$ cat config.mk
export PLATFORM = sky130hd
export DESIGN_NAME = blk_xfer_seq
export DESIGN_NICKNAME = d
export VERILOG_FILES = /design/src/rtl/blk_xfer_seq.sv
export SDC_FILE = /design/constraint.sdc
export NUM_CORES = 1
export LEC_CHECK = 0
export BUFFER_PORTS_ARGS = -buffer_cell sky130_fd_sc_hd__buf_2
export CAP_MARGIN = 20
export CORE_UTILIZATION = 55
export CTS_BUF_LIST = sky130_fd_sc_hd__clkbuf_8 sky130_fd_sc_hd__clkbuf_16
export DETAILED_ROUTE_END_ITERATION = 7
export PLACE_DENSITY = 0.77
export SLEW_MARGIN = 40
export SYNTH_ARGS = -nofsm -noshare
export SYNTH_HDL_FRONTEND = slang
export SYNTH_SLANG_ARGS = --single-unit
$ cat constraint.sdc
create_clock -name clk -period 16 [get_ports clk]
set_input_delay 2.4 -clock clk [delete_from_list [all_inputs] [get_ports clk]]
set_output_delay 2.4 -clock clk [all_outputs]
set_load 0.1 [all_outputs]
$ cat src/rtl/blk_xfer_seq.sv
module blk_xfer_seq #(
  parameter int ADDR_W     = 32,
  parameter int NREG       = 16,
  parameter int WORD_BYTES = 4
) (
  input  logic                     clk,
  input  logic                     rst_n,
  input  logic                     req_valid,
  output logic                     req_ready,
  input  logic [ADDR_W-1:0]        req_base,
  input  logic [NREG-1:0]          req_mask,
  input  logic [1:0]               req_mode,
  input  logic                     req_load,
  input  logic                     req_wb,
  output logic                     xfer_valid,
  input  logic                     xfer_ready,
  output logic [$clog2(NREG)-1:0]  xfer_reg,
  output logic [ADDR_W-1:0]        xfer_addr,
  output logic                     xfer_load,
  output logic                     fin_valid,
  output logic [ADDR_W-1:0]        fin_base,
  output logic                     fin_wb_en
);
  localparam int IDX_W = $clog2(NREG);
  localparam int CNT_W = $clog2(NREG + 1);
  localparam logic [ADDR_W-1:0] STEP = ADDR_W'(WORD_BYTES);

  typedef enum logic [1:0] {S_IDLE, S_MOVE, S_FIN} st_t;

  st_t               st;
  logic [NREG-1:0]   pend;
  logic [ADDR_W-1:0] addr_q, fin_q;
  logic              load_q, wb_q;

  logic [CNT_W-1:0]  cnt;
  logic [ADDR_W-1:0] span, first_addr, end_base;
  logic [IDX_W-1:0]  low_idx;
  logic [NREG-1:0]   pend_nxt;
  logic              take_req, take_xfer;

  always_comb begin
    cnt = '0;
    for (int i = 0; i < NREG; i++) cnt = cnt + CNT_W'(req_mask[i]);
  end

  assign span = ADDR_W'(cnt) * STEP;

  // mode bit 1: falling addresses; mode bit 0: step before first use
  always_comb begin
    case (req_mode)
      2'd0:    first_addr = req_base;
      2'd1:    first_addr = req_base + STEP;
      2'd2:    first_addr = req_base - span + STEP;
      default: first_addr = req_base - span;
    endcase
  end

  assign end_base = req_mode[1] ? (req_base - span) : (req_base + span);

  always_comb begin
    low_idx = '0;
    for (int i = NREG - 1; i >= 0; i--) if (pend[i]) low_idx = IDX_W'(i);
  end

  assign pend_nxt  = pend & ~(NREG'(1) << low_idx);
  assign take_req  = req_valid && req_ready;
  assign take_xfer = xfer_valid && xfer_ready;

  always_ff @(posedge clk) begin
    if (!rst_n) begin
      st     <= S_IDLE;
      pend   <= '0;
      addr_q <= '0;
      fin_q  <= '0;
      load_q <= 1'b0;
      wb_q   <= 1'b0;
    end else begin
      case (st)
        S_IDLE: if (take_req) begin
          pend   <= req_mask;
          addr_q <= first_addr;
          fin_q  <= end_base;
          load_q <= req_load;
          wb_q   <= req_wb;
          st     <= (req_mask == '0) ? S_FIN : S_MOVE;
        end
        S_MOVE: if (take_xfer) begin
          pend   <= pend_nxt;
          addr_q <= addr_q + STEP;
          if (pend_nxt == '0) st <= S_FIN;
        end
        default: st <= S_IDLE;
      endcase
    end
  end

  assign req_ready  = (st == S_IDLE);
  assign xfer_valid = (st == S_MOVE);
  assign xfer_reg   = low_idx;
  assign xfer_addr  = addr_q;
  assign xfer_load  = load_q;
  assign fin_valid  = (st == S_FIN);
  assign fin_base   = fin_q;
  assign fin_wb_en  = wb_q;

  AST_REQ_CLOSES: assert property (@(posedge clk) disable iff (!rst_n)
    take_req |=> !req_ready);

  AST_REG_ASCENDS: assert property (@(posedge clk) disable iff (!rst_n)
    take_xfer |=> (!xfer_valid || xfer_reg > $past(xfer_reg)));

  AST_ADDR_STEP: assert property (@(posedge clk) disable iff (!rst_n)
    take_xfer |=> (!xfer_valid || xfer_addr == $past(xfer_addr) + STEP));

  AST_STALL_HOLD: assert property (@(posedge clk) disable iff (!rst_n)
    (xfer_valid && !xfer_ready) |=> (xfer_valid && $stable(xfer_reg) && $stable(xfer_addr)));

  AST_FIN_PULSE: assert property (@(posedge clk) disable iff (!rst_n)
    fin_valid |=> !fin_valid);

  AST_NO_XFER_WHILE_IDLE: assert property (@(posedge clk) disable iff (!rst_n)
    req_ready |-> (!xfer_valid && !fin_valid));
endmodule

==> summary.txt <==
Die
  – Core ar.: 0.0153 mm^2
  – Starting Density: 56.8%
  – Site Rows: 45
  – Chip width: 127 um
  – Top Ports: 129
  – Die area: 0.0162 mm^2
  – Die Span Y: 127 um

Global routing
  – Total track usage: 37.2%
  – Initial antenna violation count: 0
  – GRT overflow: 0
  – Largest net degree at the start of global routing: 86
  – Vias in the first global route: 9120
  – First-pass GRT wire length: 47500 um

Timing
  – Worst slew margin: 48.0%
  – Fin. Hold Viols: 0
  – Worst Skew: 0.0144 ns
  – Slew @ Worst Pin: 0.779 ns
  – WHS: 0.466 ns
  – Fin crit period: 8.67 ns
  – Period utilization: 54.2%
  – Max-slew violations: 0
  – Fmax: 115 MHz
  – RSZ-0062 raised after global routing: false
  – Final setup TNS: 0 ns
  – Final setup fails: 0

Final layout
  – Share of post-route cells with drive strength above 1: 15.1%
  – Final Util: 63.0%
  – NumNets Final: 1384
  – Fill cells: 1454
  – Area growth syn-to-layout: 11.0%
  – Non-Filler Instances: 1509
  – Diode count: 0

Detailed routing
  – Vias: 9805
  – Via density: 6.50
  – DRC violations left: 0
  – Post-Route WL: 29600 um
  – Drt wl/cell: 19.6 um
  – Detailed Routing Iterations Pass 1: 5
  – Post-route ant nets: 0
  – Detailed Route Iter0 Violations: 1032

Clocking
  – Setup Fix Bufs, Post-CTS: 0
  – Clock Latency Late Sink: 0.36 ns
  – H-tree Lvls: 3
  – CTS Hold Buffers Added: 0
  – Clk slew on worst S/H paths: 0.07 ns
  – Post-cts gate resize count: 0
  – TritonCTS clock tree: built
  – CTS Sinks: 84
  – Longest Clk Path Bufs: 2
  – Root buffer cell: clkbuf_16
  – CTS Buf Count: 9

Setup path
  – CP Capture Type: register
  – Maximum fanout along the worst path: 12
  – Worst EP required: 16.26 ns
  – Type of origin of the critical path: primary input
  – Crit path arrival time: 8.93 ns
  – Worst Setup Path Type: primary input to register

Power and ir drop
  – Leak Pwr: 3.73 nW
  – PD cells: 146 mW/mm^2
  – Total power: 1.41 mW
  – Peak supply drop: 0.0937 mV

Placed design
  – Buffers on Ports: 128
  – Cells after DPL: 1494
  – Gpl congestion: 1.01
  – Dpl hpwl: 22000 um

Synthesis
  – Post-synthesis cell area: 0.00866 mm^2
  – #FFs+latches synth: 84
  – Async set-or-reset flop fraction in the synthesized netlist: 0%
  – Post-synth EDFFs: 0
  – Synth Flop Type: dfxtp_1
  – Cells after synthesis: 1228
  – Yosys cell types: 80
  – Yosys warning count: 0
  – Sequential-to-total area share from yosys stat: 19.4%
  – Syn avg cell area: 7.05 um^2
  – Synthesized netlist net count: 1318

Hold path
  – Hold/Removal Path Class: register to register

Job
  – Max Cap Viol: 0

Outcome
  – Status: finished clean
## per-stage QoR
stage                     cell area [um^2]  worst slack [ns]
after global placement                9310              7.20
after detailed placement              9320              7.04
final                                 9610              7.33
after CTS                             9600              7.38
after global routing                  9610              7.08
after floorplan                       8660              7.92
## cells in the final DEF, fill, tap and decap left out, types with 6 or more instances in the layout
master / n
nor2b_1: 6
buf_2: 128
fa_1: 12
or4_1: 9
a21boi_0: 28
nor4_4: 6
and2_1: 27
xnor2_1: 50
buf_4: 14
o211a_1: 8
a211oi_1: 11
a21o_1: 6
dfxtp_1: 84
o31ai_1: 10
o21bai_1: 6
nor4_1: 26
nand4_1: 18
or3_1: 12
a32oi_1: 7
nor4_2: 8
nor3b_1: 6
nand3_1: 43
xor2_1: 34
o211ai_1: 6
inv_1: 55
a21oi_1: 92
or2_2: 7
nor2_1: 95
nand2_1: 136
o21ai_0: 125
clkbuf_16: 9
nor3_1: 34
and3_1: 16
ha_1: 22
mux2i_1: 6
a31oi_1: 19
nand2b_1: 10
## state kept, by name, indices dropped and copies added, names as in the netlist
| name | count |
|---|---|
| pend | 16 |
| fin_wb_en | 1 |
| fin_base | 32 |
| xfer_addr | 32 |
| st | 2 |
| xfer_load | 1 |
## critical path: stages
cell     delay (ns)
buf_2          0.09
inv_1          0.15
fa_1           0.48
fa_1           0.55
fa_1           0.44
fa_1           0.49
inv_1          0.04
ha_1           0.20
fa_1           0.41
a21o_1         0.17
and2_1         0.18
ha_1           0.33
nor2_1         0.15
o311a_1        0.54
o41a_1         0.25
o22ai_1        0.11
or4_1          0.79
nor4b_2        0.51
and4_1         0.28
nor4_1         0.07
o41ai_2        0.30
## cells by family after synthesis
kind of cell    synth area share (%)
flops                           19.4
compound gates                  29.2
buf+inv                         6.69
simple gates                    29.4
fa+ha+maj                       5.95
xor+xnor                        8.50
mux                            0.824
## report_power, final
group          total (mW)  internal (mW)  switching, mW
clock               0.205          0.113         0.0923
combinational       0.918          0.260          0.659
sequential          0.284          0.244         0.0394
total                1.41          0.616          0.791
## layout make-up
class                           count  area (um^2)  area share, %
Clock buffer                       11          253           2.63
Tap cell                          211          264           2.75
Sequential cell                    84         1680           17.5
Multi-Input combinational cell   1001         6430           66.9
Timing Repair Buffer              142          746           7.76
Inverter                           56          210           2.19
Clock inverter                      4         25.0          0.260
## synth_stat cells, types with 8 or more instances
cell type,number,area (um^2)
nand2_1,137,514
o21ai_0,125,626
nor2_1,96,360
a21oi_1,92,460
dfxtp_1,84,1680
clkbuf_1,69,259
inv_1,54,203
xnor2_1,50,438
nand3_1,43,215
nor3_1,34,170
xor2_1,34,298
nor4_1,29,181
a21boi_0,28,210
and2_1,27,169
ha_1,22,275
a31oi_1,19,119
nand4_1,18,113
and3_1,16,100
fa_1,12,240
or3_1,12,75.1
a211oi_1,11,82.6
nand2b_1,10,62.6
o31ai_1,10,75.1
or4_1,9,67.6
o211a_1,8,80.1
## final timing paths
check / cells past startpoint / from / end / slack [ns]
max reg2reg: 9 / xfer_addr[5]$_SDFFE_PN0P_ / xfer_addr[31]$_SDFFE_PN0P_ / 13.08
max: 21 / req_mask[1] / xfer_addr[29]$_SDFFE_PN0P_ / 7.33
min: 2 / fin_base[1]$_SDFFE_PN0P_ / fin_base[1]$_SDFFE_PN0P_ / 0.47
min reg2reg: 2 / fin_base[1]$_SDFFE_PN0P_ / fin_base[1]$_SDFFE_PN0P_ / 0.47
## metal layers
| metal | wire, um | up-vias | global-route usage (%) |
|---|---|---|---|
| met2 | 13900 | 463 | 62.1 |
| met3 | 1980 | 102 | 4.86 |
| li1 | - | 4599 | - |
| met4 | 1530 | 0 | 21.1 |
| met5 | 0 | - | 0 |
| met1 | 12200 | 4641 | 46.1 |
Power figures use the tool's default switching activity.
